## src/rtl/pinmux_pkg.sv

```systemverilog
package pinmux_pkg;
  localparam int NUM_PINS   = 3;
  localparam int NUM_COMBOS = 8;

  typedef enum logic [2:0] {
    COMBO_FS_CC  = 3'd0,
    COMBO_FS_CF  = 3'd1,
    COMBO_FS_FF  = 3'd2,
    COMBO_EN_CC  = 3'd3,
    COMBO_EN_FC  = 3'd4,
    COMBO_EN_FF  = 3'd5,
    COMBO_SER_C  = 3'd6,
    COMBO_TUNE_C = 3'd7
  } comboT;

  // role strobes from control to datapath
  typedef struct packed {
    logic [NUM_PINS-1:0] fsEn;
    logic [NUM_PINS-1:0] spreadPin;
    logic [NUM_PINS-1:0] clkEn;
    logic                oeEn;
    logic                pdEn;
    logic                serialEn;
    logic                tuneEn;
    logic                err;
  } roleT;

  function automatic roleT rolesFor(comboT combo, logic pdMode);
    roleT r;
    logic enpd;
    r    = '0;
    enpd = 1'b0;
    unique case (combo)
      COMBO_FS_CC:  begin r.fsEn = 3'b001; r.clkEn = 3'b110; end
      COMBO_FS_CF:  begin r.fsEn = 3'b101; r.clkEn = 3'b010; end
      COMBO_FS_FF:  begin r.fsEn = 3'b111; r.clkEn = 3'b000; end
      COMBO_EN_CC:  begin enpd = 1'b1; r.fsEn = 3'b000; r.clkEn = 3'b110; end
      COMBO_EN_FC:  begin enpd = 1'b1; r.fsEn = 3'b010; r.clkEn = 3'b100; end
      COMBO_EN_FF:  begin enpd = 1'b1; r.fsEn = 3'b110; r.clkEn = 3'b000; end
      COMBO_SER_C:  begin r.serialEn = 1'b1; r.clkEn = 3'b100; end
      COMBO_TUNE_C: begin r.tuneEn = 1'b1; r.clkEn = 3'b110; end
      default:      begin r.fsEn = 3'b001; r.clkEn = 3'b110; end
    endcase
    r.oeEn = enpd & ~pdMode;
    r.pdEn = enpd & pdMode;
    return r;
  endfunction
endpackage

```

## src/rtl/pinmux_sync.sv

```systemverilog
module pinmux_sync #(
  parameter int WIDTH = 3,
  parameter int STAGES = 2,
  parameter logic [WIDTH-1:0] RESET_VAL = '1
) (
  input  logic             clk,
  input  logic             rstN,
  input  logic [WIDTH-1:0] din,
  output logic [WIDTH-1:0] dout
);
  logic [WIDTH-1:0] stageQ [STAGES];

  for (genvar g = 0; g < STAGES; g++) begin : gStage
    logic [WIDTH-1:0] stageD;
    if (g == 0) begin : gFirst
      assign stageD = din;
    end else begin : gNext
      assign stageD = stageQ[g-1];
    end
    always_ff @(posedge clk or negedge rstN) begin
      if (!rstN) stageQ[g] <= RESET_VAL;
      else       stageQ[g] <= stageD;
    end
  end

  assign dout = stageQ[STAGES-1];
endmodule

```

## src/rtl/pinmux_ctrl.sv

```systemverilog
module pinmux_ctrl
  import pinmux_pkg::*;
#(
  parameter int CODE_W = 4
) (
  input  logic              clk,
  input  logic              rstN,
  input  logic [CODE_W-1:0] cfgCode,
  input  logic [1:0]        spreadSel,
  input  logic              pdMode,
  output roleT              roles
);
  localparam logic [CODE_W-1:0] LEGAL_LIMIT = CODE_W'(NUM_COMBOS);

  roleT baseRoles;
  roleT safeRoles;
  roleT nextRoles;
  logic codeLegal;
  logic [NUM_PINS-1:0] spreadMask;

  assign codeLegal = cfgCode < LEGAL_LIMIT;
  assign baseRoles = rolesFor(comboT'(cfgCode[2:0]), pdMode);
  assign safeRoles = rolesFor(COMBO_FS_CC, pdMode);

  always_comb begin
    unique case (spreadSel)
      2'd1:    spreadMask = 3'b001;
      2'd2:    spreadMask = 3'b010;
      2'd3:    spreadMask = 3'b100;
      default: spreadMask = 3'b000;
    endcase
  end

  always_comb begin
    nextRoles = baseRoles;
    if (!codeLegal) begin
      nextRoles     = safeRoles;
      nextRoles.err = 1'b1;
    end else if ((spreadMask & ~baseRoles.fsEn) != '0) begin
      // spread requested on a pin that is not a frequency-select pin
      nextRoles     = safeRoles;
      nextRoles.err = 1'b1;
    end else begin
      nextRoles.spreadPin = spreadMask;
      nextRoles.fsEn      = baseRoles.fsEn & ~spreadMask;
    end
  end

  always_ff @(posedge clk or negedge rstN) begin
    if (!rstN) roles <= rolesFor(COMBO_FS_CC, 1'b0);
    else       roles <= nextRoles;
  end
endmodule

```

## src/rtl/pinmux_route.sv

```systemverilog
module pinmux_route
  import pinmux_pkg::*;
(
  input  roleT                roles,
  input  logic [NUM_PINS-1:0] pinLvl,
  input  logic                clkBIn,
  input  logic                clkCIn,
  input  logic                sdatLowReq,
  output logic                globalOe,
  output logic                pwrDownReq,
  output logic [NUM_PINS-1:0] freqSel,
  output logic                spreadEn,
  output logic                sclkOut,
  output logic                sdatOut,
  output logic                tuneSel,
  output logic                cfgErr,
  output logic [NUM_PINS-1:0] padOut,
  output logic [NUM_PINS-1:0] padOe
);
  logic driveOk;

  assign globalOe   = roles.oeEn ? pinLvl[0] : 1'b1;
  assign pwrDownReq = roles.pdEn & ~pinLvl[0];
  assign freqSel    = roles.fsEn & pinLvl;
  assign spreadEn   = |(roles.spreadPin & pinLvl);
  assign sclkOut    = roles.serialEn ? pinLvl[1] : 1'b1;
  assign sdatOut    = roles.serialEn ? pinLvl[0] : 1'b1;
  assign tuneSel    = roles.tuneEn;
  assign cfgErr     = roles.err;
  assign driveOk    = globalOe & ~pwrDownReq;

  // pin 0 only ever drives low for the serial data line
  assign padOut = {clkCIn, clkBIn, 1'b0};
  assign padOe  = {roles.clkEn[2] & driveOk,
                   roles.clkEn[1] & driveOk,
                   roles.serialEn & sdatLowReq};
endmodule

```

## src/rtl/pinmux_cfg_ctrl.sv

```systemverilog
module pinmux_cfg_ctrl
  import pinmux_pkg::*;
#(
  parameter int CODE_W = 4,
  parameter int SYNC_STAGES = 2
) (
  input  logic              clk,
  input  logic              rstN,
  input  logic [CODE_W-1:0] cfgCode,
  input  logic [1:0]        spreadSel,
  input  logic              pdMode,
  input  logic [2:0]        padIn,
  input  logic              clkBIn,
  input  logic              clkCIn,
  input  logic              sdatLowReq,
  output logic              globalOe,
  output logic              pwrDownReq,
  output logic [2:0]        freqSel,
  output logic              spreadEn,
  output logic              sclkOut,
  output logic              sdatOut,
  output logic              tuneSel,
  output logic              cfgErr,
  output logic [2:0]        padOut,
  output logic [2:0]        padOe
);
  roleT roles;
  logic [NUM_PINS-1:0] pinLvl;

  pinmux_sync #(.WIDTH(NUM_PINS), .STAGES(SYNC_STAGES), .RESET_VAL('1)) uSync (
    .clk(clk), .rstN(rstN), .din(padIn), .dout(pinLvl)
  );

  pinmux_ctrl #(.CODE_W(CODE_W)) uCtrl (
    .clk(clk), .rstN(rstN), .cfgCode(cfgCode), .spreadSel(spreadSel),
    .pdMode(pdMode), .roles(roles)
  );

  pinmux_route uRoute (
    .roles(roles), .pinLvl(pinLvl), .clkBIn(clkBIn), .clkCIn(clkCIn),
    .sdatLowReq(sdatLowReq), .globalOe(globalOe), .pwrDownReq(pwrDownReq),
    .freqSel(freqSel), .spreadEn(spreadEn), .sclkOut(sclkOut),
    .sdatOut(sdatOut), .tuneSel(tuneSel), .cfgErr(cfgErr),
    .padOut(padOut), .padOe(padOe)
  );
endmodule

```

## config.mk

```make
export PLATFORM = sky130hd
export DESIGN_NAME = pinmux_cfg_ctrl
export DESIGN_NICKNAME = d
export VERILOG_FILES = /design/src/rtl/pinmux_pkg.sv /design/src/rtl/pinmux_sync.sv /design/src/rtl/pinmux_ctrl.sv /design/src/rtl/pinmux_route.sv /design/src/rtl/pinmux_cfg_ctrl.sv
export SDC_FILE = /design/constraint.sdc
export NUM_CORES = 1
export LEC_CHECK = 0
export ABC_AREA = 1
export BUFFER_PORTS_ARGS = -buffer_cell sky130_fd_sc_hd__clkbuf_2
export CAP_MARGIN = 15
export CORE_MARGIN = 10
export CORE_UTILIZATION = 30
export DETAILED_ROUTE_END_ITERATION = 8
export SLEW_MARGIN = 20
export SYNTH_ARGS = -nofsm -noshare
export SYNTH_HDL_FRONTEND = slang
export SYNTH_SLANG_ARGS = --single-unit
```

## constraint.sdc

```tcl
create_clock -name clk -period 2.4 [get_ports clk]
set_input_delay 0.24 -clock clk [delete_from_list [all_inputs] [get_ports clk]]
set_output_delay 0.24 -clock clk [all_outputs]
set_load 0.02 [all_outputs]
```

## Word level (Yosys, flattened, before mapping)

Cells that the tools add are included.

| cells by class | value |
|---|---|
| eq/ne operators | 10 |
| reduce and logical (&&, ||, !) cells | 7 |
| bitwise logic cells | 16 |
| order comparisons | 1 |
| mux-type cells | 12 |

Operators by type and width:

| cell | count |
|---|---|
| $pmux W3 S5 | 1 |
| $mux W14 | 1 |
| $and A3 B3 Y3 | 4 |
| $eq A3 B3 Y1 const B | 4 |
| $pmux W3 S4 | 1 |
| $pmux W3 S3 | 1 |
| $reduce_or A3 Y1 | 3 |
| $mux W8 | 1 |
| $and A1 B1 Y1 | 7 |
| $eq A3 B2 Y1 const B | 2 |
| $mux W1 | 6 |
| $mux W6 | 1 |
| $not A3 Y3 | 2 |
| $eq A2 B2 Y1 const B | 2 |
| $lt A4 B4 Y1 const B | 1 |
| $reduce_or A2 Y1 | 2 |
| $eq A3 B1 Y1 const B | 1 |
| $logic_not A3 Y1 | 1 |
| $not A1 Y1 | 3 |
| $reduce_bool A3 Y1 | 1 |
| $eq A2 B1 Y1 const B | 1 |

| word-level totals | value |
|---|---|
| input bits | 15 |
| logic and storage cells | 56 |
| register bits | 20 |
| output and inout port bits | 16 |

## Longest topological paths before layout

Gate-level depths: netlist (run 1).

| depth | value |
|---|---|
| depth after elaboration | 7 |
| gate-level depth with buffers | 6 |
| mapped depth without buffers | 6 |

## Hierarchy

A second synthesis (run 1) with hierarchy kept.

| second synthesis, totals | value |
|---|---|
| cells, all modules | 101 |
| area, all modules | 914.6 sq um |

By module, submodules not included:

| module | area each (sq um) | cells an instance | times used | seq. area each (sq um) |
|---|---|---|---|---|
| pinmux_ctrl | 616.8 | 65 | 1 | 329.1 |
| pinmux_sync | 157.7 | 6 | 1 | 157.7 |
| pinmux_route | 140.1 | 30 | 1 | 0.0 |

## Worst setup path before layout (run 1)

Ideal clock, no wire load.

| path | value |
|---|---|
| path kind | register to output |
| start point | register uSync.stageQ (netlist bit uSync.dout[0]) |
| end point | output port padOe[1] |
| data required time | 2.160 ns |
| stages on the path, launching flop included | 5 |
| path slack | 0.966 ns |
| path buffers | 0 |
| arrival | 1.194 ns |
| path through | dfstp_2 -> inv_1 -> nand2_1 -> o21ai_0 -> nor2_1 |

| between the ends | value |
|---|---|
| elaborated cells between the ends (all ways) | 6 |
| those cells by class | mux: 1; bitwise: 5 |

RTL lines:

| item | RTL line | RTL |
|---|---|---|
| start: declaration | pinmux_sync.sv:11 | `logic [WIDTH-1:0] stageQ [STAGES];` |
| start signal: indexed assignment | pinmux_sync.sv:22 | `else stageQ[g] <= stageD;` |
| $mux W1 | pinmux_route.sv:22 | `assign globalOe = roles.oeEn ? pinLvl[0] : 1'b1;` |
| net globalOe | pinmux_cfg_ctrl.sv:16 | `output logic globalOe,` |
| $and A1 B1 Y1 | pinmux_route.sv:30 | `assign driveOk = globalOe & ~pwrDownReq;` |
| $and A1 B1 Y1 | pinmux_route.sv:35 | `roles.clkEn[1] & driveOk,` |
| end: declaration | pinmux_cfg_ctrl.sv:25 | `output logic [2:0] padOe` |

The timed path passes the listed nets, and every way through them passes these cells.

## Worst setup path after layout (run 1)

| path | value |
|---|---|
| start point | register uSync.stageQ (netlist bit uSync.dout[0]) |
| end point | output port padOe[2] |

| between the ends | value |
|---|---|
| longest elaborated chain between the ends | 5 |
| elaborated cells between the ends (all ways) | 6 |
| those cells by class | mux: 1; bitwise: 5 |

RTL lines:

| item | RTL line | RTL |
|---|---|---|
| $not A1 Y1 | pinmux_route.sv:23 | `assign pwrDownReq = roles.pdEn & ~pinLvl[0];` |
| $and A1 B1 Y1 | pinmux_route.sv:23 |  |
| $not A1 Y1 | pinmux_route.sv:30 |  |
| $and A1 B1 Y1 * | pinmux_route.sv:30 |  |
| $and A1 B1 Y1 * | pinmux_route.sv:34 | `assign padOe = {roles.clkEn[2] & driveOk,` |

Every way passes the cells marked *; elsewhere a longest branch is shown, timed or not.

==> results of run 1 <==
[cell usage in the layout, fill, tap and decap left out]
| cell type | Yosys | final |
|---|---|---|
| sky130_fd_sc_hd__clkbuf_2 | 0 | 25 |
| sky130_fd_sc_hd__nand3_1 | 9 | 9 |
| sky130_fd_sc_hd__nor2_2 | 2 | 2 |
| sky130_fd_sc_hd__dfstp_2 | 9 | 9 |
| sky130_fd_sc_hd__clkbuf_4 | 0 | 3 |
| sky130_fd_sc_hd__conb_1 | 1 | 1 |
| sky130_fd_sc_hd__clkbuf_1 | 0 | 1 |
| sky130_fd_sc_hd__dfrtp_1 | 10 | 10 |
| sky130_fd_sc_hd__dlygate4sd3_1 | 0 | 1 |
| sky130_fd_sc_hd__nand3_2 | 1 | 1 |
| sky130_fd_sc_hd__nor2_1 | 15 | 15 |
| sky130_fd_sc_hd__nand4_1 | 1 | 1 |
| sky130_fd_sc_hd__nand2_1 | 19 | 19 |
| sky130_fd_sc_hd__o21bai_2 | 1 | 1 |
| sky130_fd_sc_hd__a21oi_4 | 1 | 1 |
| sky130_fd_sc_hd__o21ai_0 | 3 | 3 |
| sky130_fd_sc_hd__inv_1 | 21 | 21 |
| sky130_fd_sc_hd__nand2_2 | 3 | 3 |
[critical path, stage by stage, from the launching register on]
cell                       delay [ns]
sky130_fd_sc_hd__dfstp_2         0.57
sky130_fd_sc_hd__inv_1           0.06
sky130_fd_sc_hd__nand2_1         0.07
sky130_fd_sc_hd__o21ai_0         0.11
sky130_fd_sc_hd__nor2_1          0.10
sky130_fd_sc_hd__clkbuf_2        0.17
[logic make-up after synthesis]
logic type,synth area share [%]
buf+inv,11.9
compound gates,4.98
simple gates,25.8
flops,57.0
other cells,0.439
[how the worst max path moves through the flow]
stage | slack [ns] | depth (start not counted) | end | start
CTS | 0.74 | 5 | padOe[2] | uSync.dout[0]
floorplan | 0.97 | 4 | padOe[1] | uSync.dout[0]
detailed placement | 1.08 | 5 | padOe[1] | uSync.dout[0]
global placement | 1.12 | 5 | padOe[2] | uSync.dout[0]
global route | 0.59 | 5 | padOe[1] | uSync.dout[0]
finish | 0.78 | 5 | padOe[2] | uSync.dout[0]
[per-stage QoR]
stage | cell area [sq um] | power, W
finish | 1030 | 0.000596
floorplan | 855 | 0.000415
global route | 1030 | 0.000634
global placement | 996 | 0.000447
detailed placement | 996 | 0.000449
CTS | 1030 | 0.000608
[report_power, final]
| part | switching [W] | leakage [nW] | total (W) | internal (W) |
|---|---|---|---|---|
| clock network | 0.0000880 | 0.0150 | 0.000153 | 0.0000646 |
| logic | 0.0000638 | 0.343 | 0.0000951 | 0.0000313 |
| registers | 0.00000583 | 0.228 | 0.000348 | 0.000342 |
| total | 0.000158 | 0.586 | 0.000596 | 0.000438 |
[final cells by class]
class	count	area [sq um]	area share, %
well taps	31	38.8	3.76
inverters	21	78.8	7.64
flip-flops and latches	19	487	47.2
clock buffers	4	26.3	2.55
multi-input cells	56	267	25.8
repair buffers	26	135	13.1
[cell usage after synthesis]
cell type                  count
sky130_fd_sc_hd__nand4_1       1
sky130_fd_sc_hd__nand3_2       1
sky130_fd_sc_hd__nand2_2       3
sky130_fd_sc_hd__inv_1        21
sky130_fd_sc_hd__a21oi_4       1
sky130_fd_sc_hd__nor2_2        2
sky130_fd_sc_hd__nor2_1       15
sky130_fd_sc_hd__o21bai_2      1
sky130_fd_sc_hd__o21ai_0       3
sky130_fd_sc_hd__dfstp_2       9
sky130_fd_sc_hd__conb_1        1
sky130_fd_sc_hd__nand2_1      19
sky130_fd_sc_hd__buf_4         3
sky130_fd_sc_hd__dfrtp_1      10
sky130_fd_sc_hd__nand3_1       9
[flip-flops by register name (all words and copies together), names as in the netlist]
name / cells
uSync.dout: 3
uSync.gStage.stageD: 3
uCtrl.roles: 13
[layer usage]
metal | GRT usage [%] | share of wire, % | vias up
met5 | 0 | 0 | -
met4 | 6.63 | 2.0 | 0
met3 | 2.15 | 9.2 | 2
met2 | 11.9 | 48 | 25
met1 | 7.42 | 41 | 294
li1 | - | - | 342
==> impl_table.tex, run 1 <==
\begin{tabular}{lr}
\hline
Metric & Value \\
\hline
\multicolumn{2}{l}{\textbf{Detailed routing}} \\
DRC violations left & 0 \\
Wirelength, routed & 1.82 mm \\
Antenna Violating Nets Remaining & 0 \\
Drt pass-1 iters & 4 \\
Vias post-DR & 663 \\
DR iter-0 viols & 13 \\
Routed via count divided by cell count & 4.22 \\
Final routed wire length divided by cell count & 11.6 um \\
\multicolumn{2}{l}{\textbf{Synth}} \\
Cell area after technology mapping & 855 sq um \\
Syn avg cell area & 8.63 sq um \\
Count of yosys warnings during synthesis & 0 \\
Number of distinct library cell variants in the gate-level netlist after synthesis & 15 \\
Number of instances in the synthesized netlist & 99 \\
Post-synthesis register bit count & 19 \\
Post-synthesis net count & 114 \\
Top cells by area, synth & sky130\_fd\_sc\_hd\_\_dfrtp\_1, sky130\_fd\_sc\_hd\_\_dfstp\_2, sky130\_fd\_sc\_hd\_\_inv\_1 \\
Synth area leader & sky130\_fd\_sc\_hd\_\_dfrtp\_1 \\
Post-synthesis sequential area ratio & 57.0\% \\
Share of the synthesized area in the top cell type & 29.3\% \\
\multicolumn{2}{l}{\textbf{Timing}} \\
Post-layout minimum cycle time & 1.62 ns \\
RSZ-0062 raised after global routing & false \\
Fraction of the cycle the final worst path needs & 67.5\% \\
Setup skew after layout & 0.00137 ns \\
Max Clock Freq & 617 MHz \\
Worst Setup Slack, final & 0.780 ns \\
Final hold violation count & 0 \\
Hold Worst Slack & 0.0196 ns \\
Count of final max-slew check failures & 0 \\
Total negative slack & 0 ns \\
Final setup fails & 0 \\
\multicolumn{2}{l}{\textbf{Placed design}} \\
Number of placed instances, taps included & 152 \\
Final RePlAce weighted congestion & 0.897 \\
HPWL after DPL & 1.48 mm \\
Count of port buffers added during placement & 25 \\
Worst setup slack after placement & 1.08 ns \\
\multicolumn{2}{l}{\textbf{CTS}} \\
Maximum clock path buffer count & 2 \\
Clock buffer count from CTS & 3 \\
Cell at the root of the clock tree & sky130\_fd\_sc\_hd\_\_clkbuf\_4 \\
\# clock sinks & 19 \\
CTS tree & done \\
Total of cells resized after clock tree synthesis & 0 \\
H-tree Lvls & 1 \\
Number of post-CTS setup repair buffers & 0 \\
Post-CTS Hold Buffers & 1 \\
Clock-pin slew on the worst setup and hold paths & 0.10 ns \\
Later-pin clock latency in the skew report & 0.29 ns \\
\multicolumn{2}{l}{\textbf{Final layout}} \\
Final design utilization & 37.8\% \\
Layout-stage area growth over the synthesis result & 20.8\% \\
Ant diodes & 0 \\
Count of filler cells inserted in the layout & 286 \\
Final nets & 142 \\
Fraction of layout cells with a size suffix above 1 & 35.7\% \\
Number of standard cells in the final layout excluding fillers & 157 \\
\multicolumn{2}{l}{\textbf{Worst setup path}} \\
Worst reg2reg path endpoint & uSync.dout[2] \\
WP data required & 2.16 ns \\
Register-to-Register Path Depth & 0 \\
Type of the worst setup path & register to primary output \\
Data arrival time of the critical path & 1.38 ns \\
Register-to-register setup slack & 1.81 ns \\
Crit path max fanout & 5 \\
Worst R2R Start & uSync.gStage[1].stageD[2] \\
Critical path capture point type & primary output \\
CP startpoint kind & register \\
\multicolumn{2}{l}{\textbf{Hold path}} \\
Class of the tightest hold or removal check & primary input to register \\
Count of cells along the worst hold path & 1 \\
Sink of the worst hold path & uSync.gStage[1].stageD[2] \\
Launch instance of the worst min-delay path & padIn[2] \\
\multicolumn{2}{l}{\textbf{Global routing}} \\
Pin count of the biggest net entering global routing & 20 \\
Initial antenna violation count & 0 \\
Via count of the first global-routing pass & 742 \\
Congestion Overflow GR & 0 \\
Wire length of the first global-routing pass & 3.09 mm \\
Tot GR Track Use & 7.34\% \\
\multicolumn{2}{l}{\textbf{Power}} \\
P\_leak & 0.586 nW \\
Worst voltage drop across the vdd grid & 191 uV \\
Power density relative to cell area & 577 nW/um\^{}2 \\
\multicolumn{2}{l}{\textbf{Floorplan}} \\
Height of the die & 73.4 um \\
Starting utilization of the core area & 31.3\% \\
Std-Cell Core Area & 2730 sq um \\
I/O pin count & 31 \\
Overall die width & 73.4 um \\
Floorplan die area & 5380 sq um \\
Placement Rows & 19 \\
\multicolumn{2}{l}{\textbf{Run status}} \\
Result of the run & completed \\
\multicolumn{2}{l}{\textbf{Run}} \\
Max-capacitance violation count & 0 \\
\hline
\end{tabular}
(Power assumes the default switching activity.)
==> run 2, diff against run 1 <==
- ABC_AREA: 1 -> 0
- clock period: 2.4 -> 1.35 ns (I/O delays scaled with it)
==> run 2 against run 1 <==
The run now ends with negative setup slack left. Hold slack gained 0.0096 ns. Clock power grew 73%. Final cell count decreased by 3.2%. Via count increased by 1.5%. Sequential power is 77% higher. Critical path depth shrank 2. Routed wire length increased by 3.9%. Sequential share of layout area fell by 5.2 points. Critical path type unchanged.
==> impl_table.tex, run 2 <==
\begin{tabular}{lr}
\hline
Metric & Value \\
\hline
\multicolumn{2}{l}{\textbf{Run status}} \\
Result of the run & finished with violations \\
Violations in the final reports & negative setup slack \\
\multicolumn{2}{l}{\textbf{Synth}} \\
Most frequently used flop master after synthesis & sky130\_fd\_sc\_hd\_\_dfrtp\_1 \\
Count of yosys warnings during synthesis & 0 (unchanged) \\
Post-synthesis net count & 99 (-13\%) \\
Post-synthesis register bit count & 19 (unchanged) \\
Syn avg cell area & 11.1 sq um (+29\%) \\
Synth area leader & sky130\_fd\_sc\_hd\_\_dfrtp\_1 \\
Share of synthesized flip-flops with an asynchronous set or reset & 100\% (unchanged) \\
Post-synthesis sequential area ratio & 52.1\% (-4.9 points) \\
Cell area after technology mapping & 935 sq um (+9.4\%) \\
Number of synthesized flops with an enable pin & 0 (unchanged) \\
Top cells by area, synth & sky130\_fd\_sc\_hd\_\_dfrtp\_1, sky130\_fd\_sc\_hd\_\_dfstp\_2, sky130\_fd\_sc\_hd\_\_and2\_1 \\
Number of instances in the synthesized netlist & 84 (-15\%) \\
Synth cell count leaders & sky130\_fd\_sc\_hd\_\_dfrtp\_1, sky130\_fd\_sc\_hd\_\_dfstp\_2, sky130\_fd\_sc\_hd\_\_and2\_1 \\
Number of distinct library cell variants in the gate-level netlist after synthesis & 37 (+22) \\
Share of the synthesized area in the top cell type & 26.8\% (-2.5 points) \\
Most instantiated library cell after synthesis & sky130\_fd\_sc\_hd\_\_dfrtp\_1 \\
\multicolumn{2}{l}{\textbf{Worst setup path}} \\
Max stage delay on crit path & 0.58 ns (about the same) \\
Worst R2R Start & uSync.gStage[1].stageD[0] \\
Slowest library cell on the worst path & sky130\_fd\_sc\_hd\_\_dfstp\_2 \\
Type of the worst setup path & register to primary output \\
Critical path capture point type & primary output \\
CP Capture Point & padOe[1] \\
WP data required & 1.22 ns (-0.94 ns) \\
Start point of the critical path & uSync.dout[0] \\
List of cells traversed by the critical path & o21bai\_4 -> and2\_4 -> buf\_8 \\
Register-to-Register Path Depth & 0 (unchanged) \\
Register-to-register setup slack & 0.77 ns (-1.04 ns) \\
CP startpoint kind & register \\
Crit path max fanout & 6 (+1) \\
Worst reg2reg path endpoint & uSync.dout[0] \\
Data arrival time of the critical path & 1.25 ns (-0.13 ns) \\
\multicolumn{2}{l}{\textbf{Timing}} \\
Fraction of the cycle the final worst path needs & 103\% \\
Setup skew after layout & 0.000509 ns (-0.000861 ns) \\
Final hold violation count & 0 (unchanged) \\
Worst Setup Slack, final & -0.0357 ns (-0.816 ns) \\
Max Clock Freq & 722 MHz \\
Final setup fails & 3 (+3) \\
RSZ-0062 raised after global routing & true \\
Count of final max-slew check failures & 0 (unchanged) \\
Hold Worst Slack & 0.0292 ns (+0.00962 ns) \\
Post-layout minimum cycle time & 1.39 ns \\
\multicolumn{2}{l}{\textbf{Final layout}} \\
Reg with most FFs & uCtrl.roles \\
Layout-stage area growth over the synthesis result & 24.1\% \\
Final design utilization & 38.3\% (+0.55 points) \\
Number of flip-flops in the largest register & 13 (unchanged) \\
Ant diodes & 0 (unchanged) \\
Most frequent standard cell in the layout excluding fill and tap cells & sky130\_fd\_sc\_hd\_\_clkbuf\_2 \\
Most used cells in the layout excluding fill and tap cells & sky130\_fd\_sc\_hd\_\_clkbuf\_2, sky130\_fd\_sc\_hd\_\_dfrtp\_1, sky130\_fd\_sc\_hd\_\_dfstp\_2 \\
Final nets & 124 (-13\%) \\
Number of standard cells in the final layout excluding fillers & 152 (-3.2\%) \\
Fraction of layout cells with a size suffix above 1 & 40.7\% (+5.0 points) \\
Count of filler cells inserted in the layout & 312 (+9.1\%) \\
\multicolumn{2}{l}{\textbf{Detailed routing}} \\
DRC violations left & 0 (unchanged) \\
DR iter-0 viols & 24 (+11) \\
Vias post-DR & 673 (+1.5\%) \\
Wirelength, routed & 1.89 mm (+3.9\%) \\
Routed via count divided by cell count & 4.43 (+4.8\%) \\
Antenna Violating Nets Remaining & 0 (unchanged) \\
Drt pass-1 iters & 4 (unchanged) \\
Final routed wire length divided by cell count & 12.4 um (+7.3\%) \\
\multicolumn{2}{l}{\textbf{CTS}} \\
\# clock sinks & 19 (unchanged) \\
CTS tree & done \\
Clock buffer count from CTS & 3 (unchanged) \\
Clock-pin slew on the worst setup and hold paths & 0.09 ns (about the same) \\
Cell at the root of the clock tree & sky130\_fd\_sc\_hd\_\_clkbuf\_4 \\
Number of post-CTS setup repair buffers & 0 (unchanged) \\
Maximum clock path buffer count & 2 (unchanged) \\
Later-pin clock latency in the skew report & 0.28 ns (about the same) \\
H-tree Lvls & 1 (unchanged) \\
\multicolumn{2}{l}{\textbf{Global routing}} \\
Met1 routing resource usage after global routing & 9.05\% (+1.6 points) \\
Pin count of the biggest net entering global routing & 20 (unchanged) \\
Peak-usage layer in the global routing report & met2 \\
Tot GR Track Use & 6.81\% (-0.52 points) \\
Grt met2 use & 9.15\% (-2.8 points) \\
GRT met3 Usage & 2.08\% (-0.070 points) \\
Via count of the first global-routing pass & 642 (-13\%) \\
Initial antenna violation count & 0 (unchanged) \\
Congestion Overflow GR & 0 (unchanged) \\
Wire length of the first global-routing pass & 2.99 mm (-3.1\%) \\
\multicolumn{2}{l}{\textbf{Floorplan}} \\
Starting utilization of the core area & 30.9\% (-0.39 points) \\
Floorplan die area & 5750 sq um (+6.8\%) \\
Height of the die & 75.8 um (+3.3\%) \\
I/O pin count & 31 (unchanged) \\
Std-Cell Core Area & 3030 sq um (+11\%) \\
Placement Rows & 20 (+1) \\
Overall die width & 75.8 um (+3.3\%) \\
\multicolumn{2}{l}{\textbf{Power}} \\
Overall power of the completed layout & 0.00107 W (+80\%) \\
Worst voltage drop across the vdd grid & 287 uV (+50\%) \\
Power density relative to cell area & 923 nW/um\^{}2 (+60\%) \\
P\_leak & 0.542 nW (-7.5\%) \\
\multicolumn{2}{l}{\textbf{Hold path}} \\
Class of the tightest hold or removal check & primary input to register \\
\multicolumn{2}{l}{\textbf{Placed design}} \\
Count of port buffers added during placement & 25 (unchanged) \\
Final RePlAce weighted congestion & 0.786 (-12\%) \\
Number of placed instances, taps included & 144 (-5.3\%) \\
HPWL after DPL & 1.46 mm (-1.8\%) \\
\multicolumn{2}{l}{\textbf{Run}} \\
Max-capacitance violation count & 0 (unchanged) \\
\hline
\end{tabular}
[run 2: changes by cell type after synthesis, sizes merged, moves of 3 or more]
| cell | previous run | this run |
|---|---|---|
| and2 | 0 | 6 |
| buf | 3 | 8 |
| inv | 21 | 3 |
| nand2 | 22 | 2 |
| nand2b | 0 | 4 |
| nand3 | 10 | 0 |
| nor2 | 17 | 5 |
| nor2b | 0 | 5 |
| nor3 | 0 | 3 |
[run 2: how the worst min path moves through the flow]
stage / start / endpoint / slack [ns] / cells past startpoint
floorplan: rstN / uCtrl.roles[0] / -0.16 / 0
global placement: rstN / uCtrl.roles[0] / 0.09 / 1
detailed placement: rstN / uCtrl.roles[0] / 0.1 / 1
CTS: pdMode / uCtrl.roles[4] / 0.01 / 2
global route: pdMode / uCtrl.roles[4] / 0.02 / 2
finish: pdMode / uCtrl.roles[4] / 0.03 / 2
[run 2: worst max-delay path: cells and delay by family (launching register included)]
| kind | cells | cell delay (ns) |
|---|---|---|
| flip-flops | 1 | 0.58 |
| AO/OA/AOI/OAI | 1 | 0.13 |
| buffers and inverters | 1 | 0.10 |
| AND/OR/NAND/NOR | 1 | 0.16 |
[run 2: layer usage]
metal | part of all wire [%] | up-vias
li1 | - | 336
met3 | 10 | 2
met5 | 0 | -
met1 | 49 | 312
met4 | 1.7 | 0
met2 | 39 | 23
[run 2: kinds of logic after synthesis]
kind of cell           synth area share, %
multiplexers                          2.14
XOR/XNOR                             0.937
buffers and inverters                 8.03
other                                0.401
AND/OR/NAND/NOR                       21.6
flip-flops                            52.1
AO/OA/AOI/OAI                         14.9
[run 2: layout make-up]
type,count,area [sq um],area share [%]
Multi-Input combinational cell,53,389,33.5
Clock buffer,3,22.5,1.94
Clock inverter,1,5.00,0.432
Sequential cell,19,487,42.0
Inverter,3,11.3,0.971
Timing Repair Buffer,29,190,16.4
Tap cell,44,55.1,4.75
[run 2: power breakdown]
group	internal (W)	leakage [nW]	total, W	switching (W)
Sequential	0.000604	0.229	0.000615	0.0000103
Clock	0.000110	0.0177	0.000264	0.000155
Combinational	0.0000853	0.296	0.000191	0.000106
[run 2: metrics by stage]
step / instance area (sq um) / worst slack (ns) / setup TNS, ns
detailed placement: 1050 / 0.142 / 0
global route: 1160 / -0.128 / -0.362
floorplan: 935 / 0.328 / 0
global placement: 1050 / 0.161 / 0
CTS: 1140 / -0.0827 / -0.212
finish: 1160 / -0.0357 / -0.0682
[run 2: timing repair]
item / in CTS / in global routing
hold buffers: 4 / 0
cloned: 0 / 0
hold endpoints to repair: 13 / 0
gates resized for setup: 5 / 8
setup endpoints to repair: 3 / 4
pin swaps: 3 / 3
==> run 3, diff against run 2 <==
- GPL_TIMING_DRIVEN: not set -> 0
==> run 3 against run 2 <==
The flow still finishes with violations (negative setup slack). Clock power about the same. Register-to-register slack is essentially flat. Count of clock-buffer cells in the layout increased by 1. Setup slack worse by 0.052 ns. Via count up 5.3%. Sequential power about the same. Routed wire length is 9.9% higher. Design area grew 5.4%. Die area is the same.
==> impl_table.tex, run 3 (synthesis results as in run 2) <==
\begin{tabular}{lr}
\hline
Metric & Value \\
\hline
\multicolumn{2}{l}{\textbf{Run}} \\
Max-capacitance violation count & 0 (unchanged) \\
\multicolumn{2}{l}{\textbf{Final layout}} \\
Ant diodes & 0 (unchanged) \\
Most used cells in the layout excluding fill and tap cells & sky130\_fd\_sc\_hd\_\_clkbuf\_2, sky130\_fd\_sc\_hd\_\_dfrtp\_1, sky130\_fd\_sc\_hd\_\_dfstp\_2 \\
Reg with most FFs & uCtrl.roles \\
Fraction of layout cells with a size suffix above 1 & 41.2\% (+0.44 points) \\
Final nets & 135 (+8.9\%) \\
Most frequent standard cell in the layout excluding fill and tap cells & sky130\_fd\_sc\_hd\_\_clkbuf\_2 \\
Count of filler cells inserted in the layout & 306 (-1.9\%) \\
Number of flip-flops in the largest register & 13 (unchanged) \\
Layout-stage area growth over the synthesis result & 30.8\% \\
Final design utilization & 40.4\% (+2.1 points) \\
\multicolumn{2}{l}{\textbf{Global routing}} \\
Tot GR Track Use & 7.38\% (+0.57 points) \\
Via count of the first global-routing pass & 739 (+15\%) \\
Congestion Overflow GR & 0 (unchanged) \\
Pin count of the biggest net entering global routing & 20 (unchanged) \\
Wire length of the first global-routing pass & 3.33 mm (+11\%) \\
Initial antenna violation count & 0 (unchanged) \\
\multicolumn{2}{l}{\textbf{CTS}} \\
Clock-pin slew on the worst setup and hold paths & 0.09 ns (about the same) \\
Number of post-CTS setup repair buffers & 0 (unchanged) \\
Cell at the root of the clock tree & sky130\_fd\_sc\_hd\_\_clkbuf\_4 \\
Maximum clock path buffer count & 2 (unchanged) \\
\# clock sinks & 19 (unchanged) \\
H-tree Lvls & 1 (unchanged) \\
Clock buffer count from CTS & 3 (unchanged) \\
Later-pin clock latency in the skew report & 0.28 ns (about the same) \\
CTS tree & done \\
\multicolumn{2}{l}{\textbf{Worst setup path}} \\
Type of the worst setup path & register to primary output \\
Max stage delay on crit path & 0.58 ns (about the same) \\
CP startpoint kind & register \\
Crit path max fanout & 6 (unchanged) \\
WP data required & 1.22 ns (about the same) \\
Slowest library cell on the worst path & sky130\_fd\_sc\_hd\_\_dfstp\_2 \\
List of cells traversed by the critical path & o21bai\_1 -> and2\_1 -> clkbuf\_8 \\
Register-to-register setup slack & 0.76 ns (about the same) \\
Data arrival time of the critical path & 1.30 ns (+0.05 ns) \\
Critical path capture point type & primary output \\
Register-to-Register Path Depth & 0 (unchanged) \\
\multicolumn{2}{l}{\textbf{Placed design}} \\
Final RePlAce weighted congestion & 0.716 (-9.0\%) \\
Count of port buffers added during placement & 26 (+4.0\%) \\
HPWL after DPL & 1.64 mm (+12\%) \\
Worst setup slack after placement & 0.132 ns (-0.00980 ns) \\
\multicolumn{2}{l}{\textbf{Floorplan}} \\
Floorplan die area & 5750 sq um (unchanged) \\
I/O pin count & 31 (unchanged) \\
Height of the die & 75.8 um (unchanged) \\
Starting utilization of the core area & 30.9\% (unchanged) \\
Std-Cell Core Area & 3030 sq um (unchanged) \\
Overall die width & 75.8 um (unchanged) \\
Placement Rows & 20 (unchanged) \\
\multicolumn{2}{l}{\textbf{Timing}} \\
Post-layout minimum cycle time & 1.44 ns (+0.0521 ns) \\
RSZ-0062 raised after global routing & true \\
Final hold violation count & 0 (unchanged) \\
Final setup fails & 2 (-1) \\
Fraction of the cycle the final worst path needs & 107\% (+3.9 points) \\
Setup skew after layout & 0.00449 ns (+0.00398 ns) \\
Worst Setup Slack, final & -0.0878 ns (-0.0521 ns) \\
Count of final max-slew check failures & 0 (unchanged) \\
Max Clock Freq & 695 MHz (-3.6\%) \\
\multicolumn{2}{l}{\textbf{Detailed routing}} \\
Drt pass-1 iters & 4 (unchanged) \\
Routed via count divided by cell count & 4.35 (-1.8\%) \\
DR iter-0 viols & 23 (-4.2\%) \\
Vias post-DR & 709 (+5.3\%) \\
Final routed wire length divided by cell count & 12.7 um (+2.5\%) \\
Wirelength, routed & 2.08 mm (+9.9\%) \\
Antenna Violating Nets Remaining & 0 (unchanged) \\
DRC violations left & 0 (unchanged) \\
\multicolumn{2}{l}{\textbf{Run status}} \\
Violations in the final reports & negative setup slack \\
Result of the run & finished with violations \\
\multicolumn{2}{l}{\textbf{Hold path}} \\
Count of cells along the worst hold path & 3 (+1) \\
Class of the tightest hold or removal check & primary input to register \\
\multicolumn{2}{l}{\textbf{Power}} \\
P\_leak & 0.585 nW (+7.8\%) \\
Worst voltage drop across the vdd grid & 248 uV (-14\%) \\
Power density relative to cell area & 890 nW/um\^{}2 (-3.5\%) \\
\hline
\end{tabular}
## run 3: where the power goes
group	internal [W]	switching [W]
Combinational	0.0000972	0.000114
Clock	0.000115	0.000148
Sequential	0.000604	0.0000101
Total	0.000816	0.000272
## run 3: worst paths after layout
path	from	end
max	uSync.dout[0]	padOe[1]
min	spreadSel[0]	uCtrl.roles[9]
max reg2reg	uSync.gStage[1].stageD[0]	uSync.dout[0]
min reg2reg	uSync.gStage[1].stageD[1]	uSync.dout[1]
max in group asynchronous	rstN	uSync.dout[0]
min in group asynchronous	rstN	uCtrl.roles[9]
## run 3: final cells by class
class | count | area [sq um] | share of cell area, %
plain buffers | 9 | 63.8 | 5.22
clock buffers | 4 | 26.3 | 2.15
inverters | 3 | 11.3 | 0.921
multi-input cells | 53 | 373 | 30.5
well taps | 44 | 55.1 | 4.50
flip-flops and latches | 19 | 487 | 39.8
repair buffers | 31 | 206 | 16.9
## run 3: routing by layer
metal	wire length, um	track usage (%)	vias to the layer above
met5	0	0	-
li1	-	-	354
met2	932	12.1	30
met4	0	3.09	0
met3	197	1.69	0
met1	946	9.07	325
## run 3: what timing repair did
item | in CTS | in global routing
endpoints found under the setup margin | 3 | 4
hold buffers | 5 | 0
endpoints found under the hold margin | 14 | 0
gates resized for setup | 4 | 5
pin swaps | 2 | 2
## run 3: critical path, delay by kind of cell, from the launching register on
kind                   cells  cell delay [ns]
AO/OA/AOI/OAI              1             0.13
buffers and inverters      1             0.15
flip-flops                 1             0.58
AND/OR/NAND/NOR            1             0.17
## run 3: metrics by stage
stage | hold WS (ns) | total power, W | area [sq um] | setup TNS [ns] | cells
floorplan | -0.161 | 0.000745 | 935 | 0 | 84
global placement | 0.0877 | 0.000808 | 1120 | 0 | 154
detailed placement | 0.0930 | 0.000815 | 1120 | 0 | 154
CTS | 0.148 | 0.00111 | 1210 | -0.227 | 163
global route | 0.153 | 0.00115 | 1220 | -0.394 | 163
finish | 0.154 | 0.00109 | 1220 | -0.154 | 163
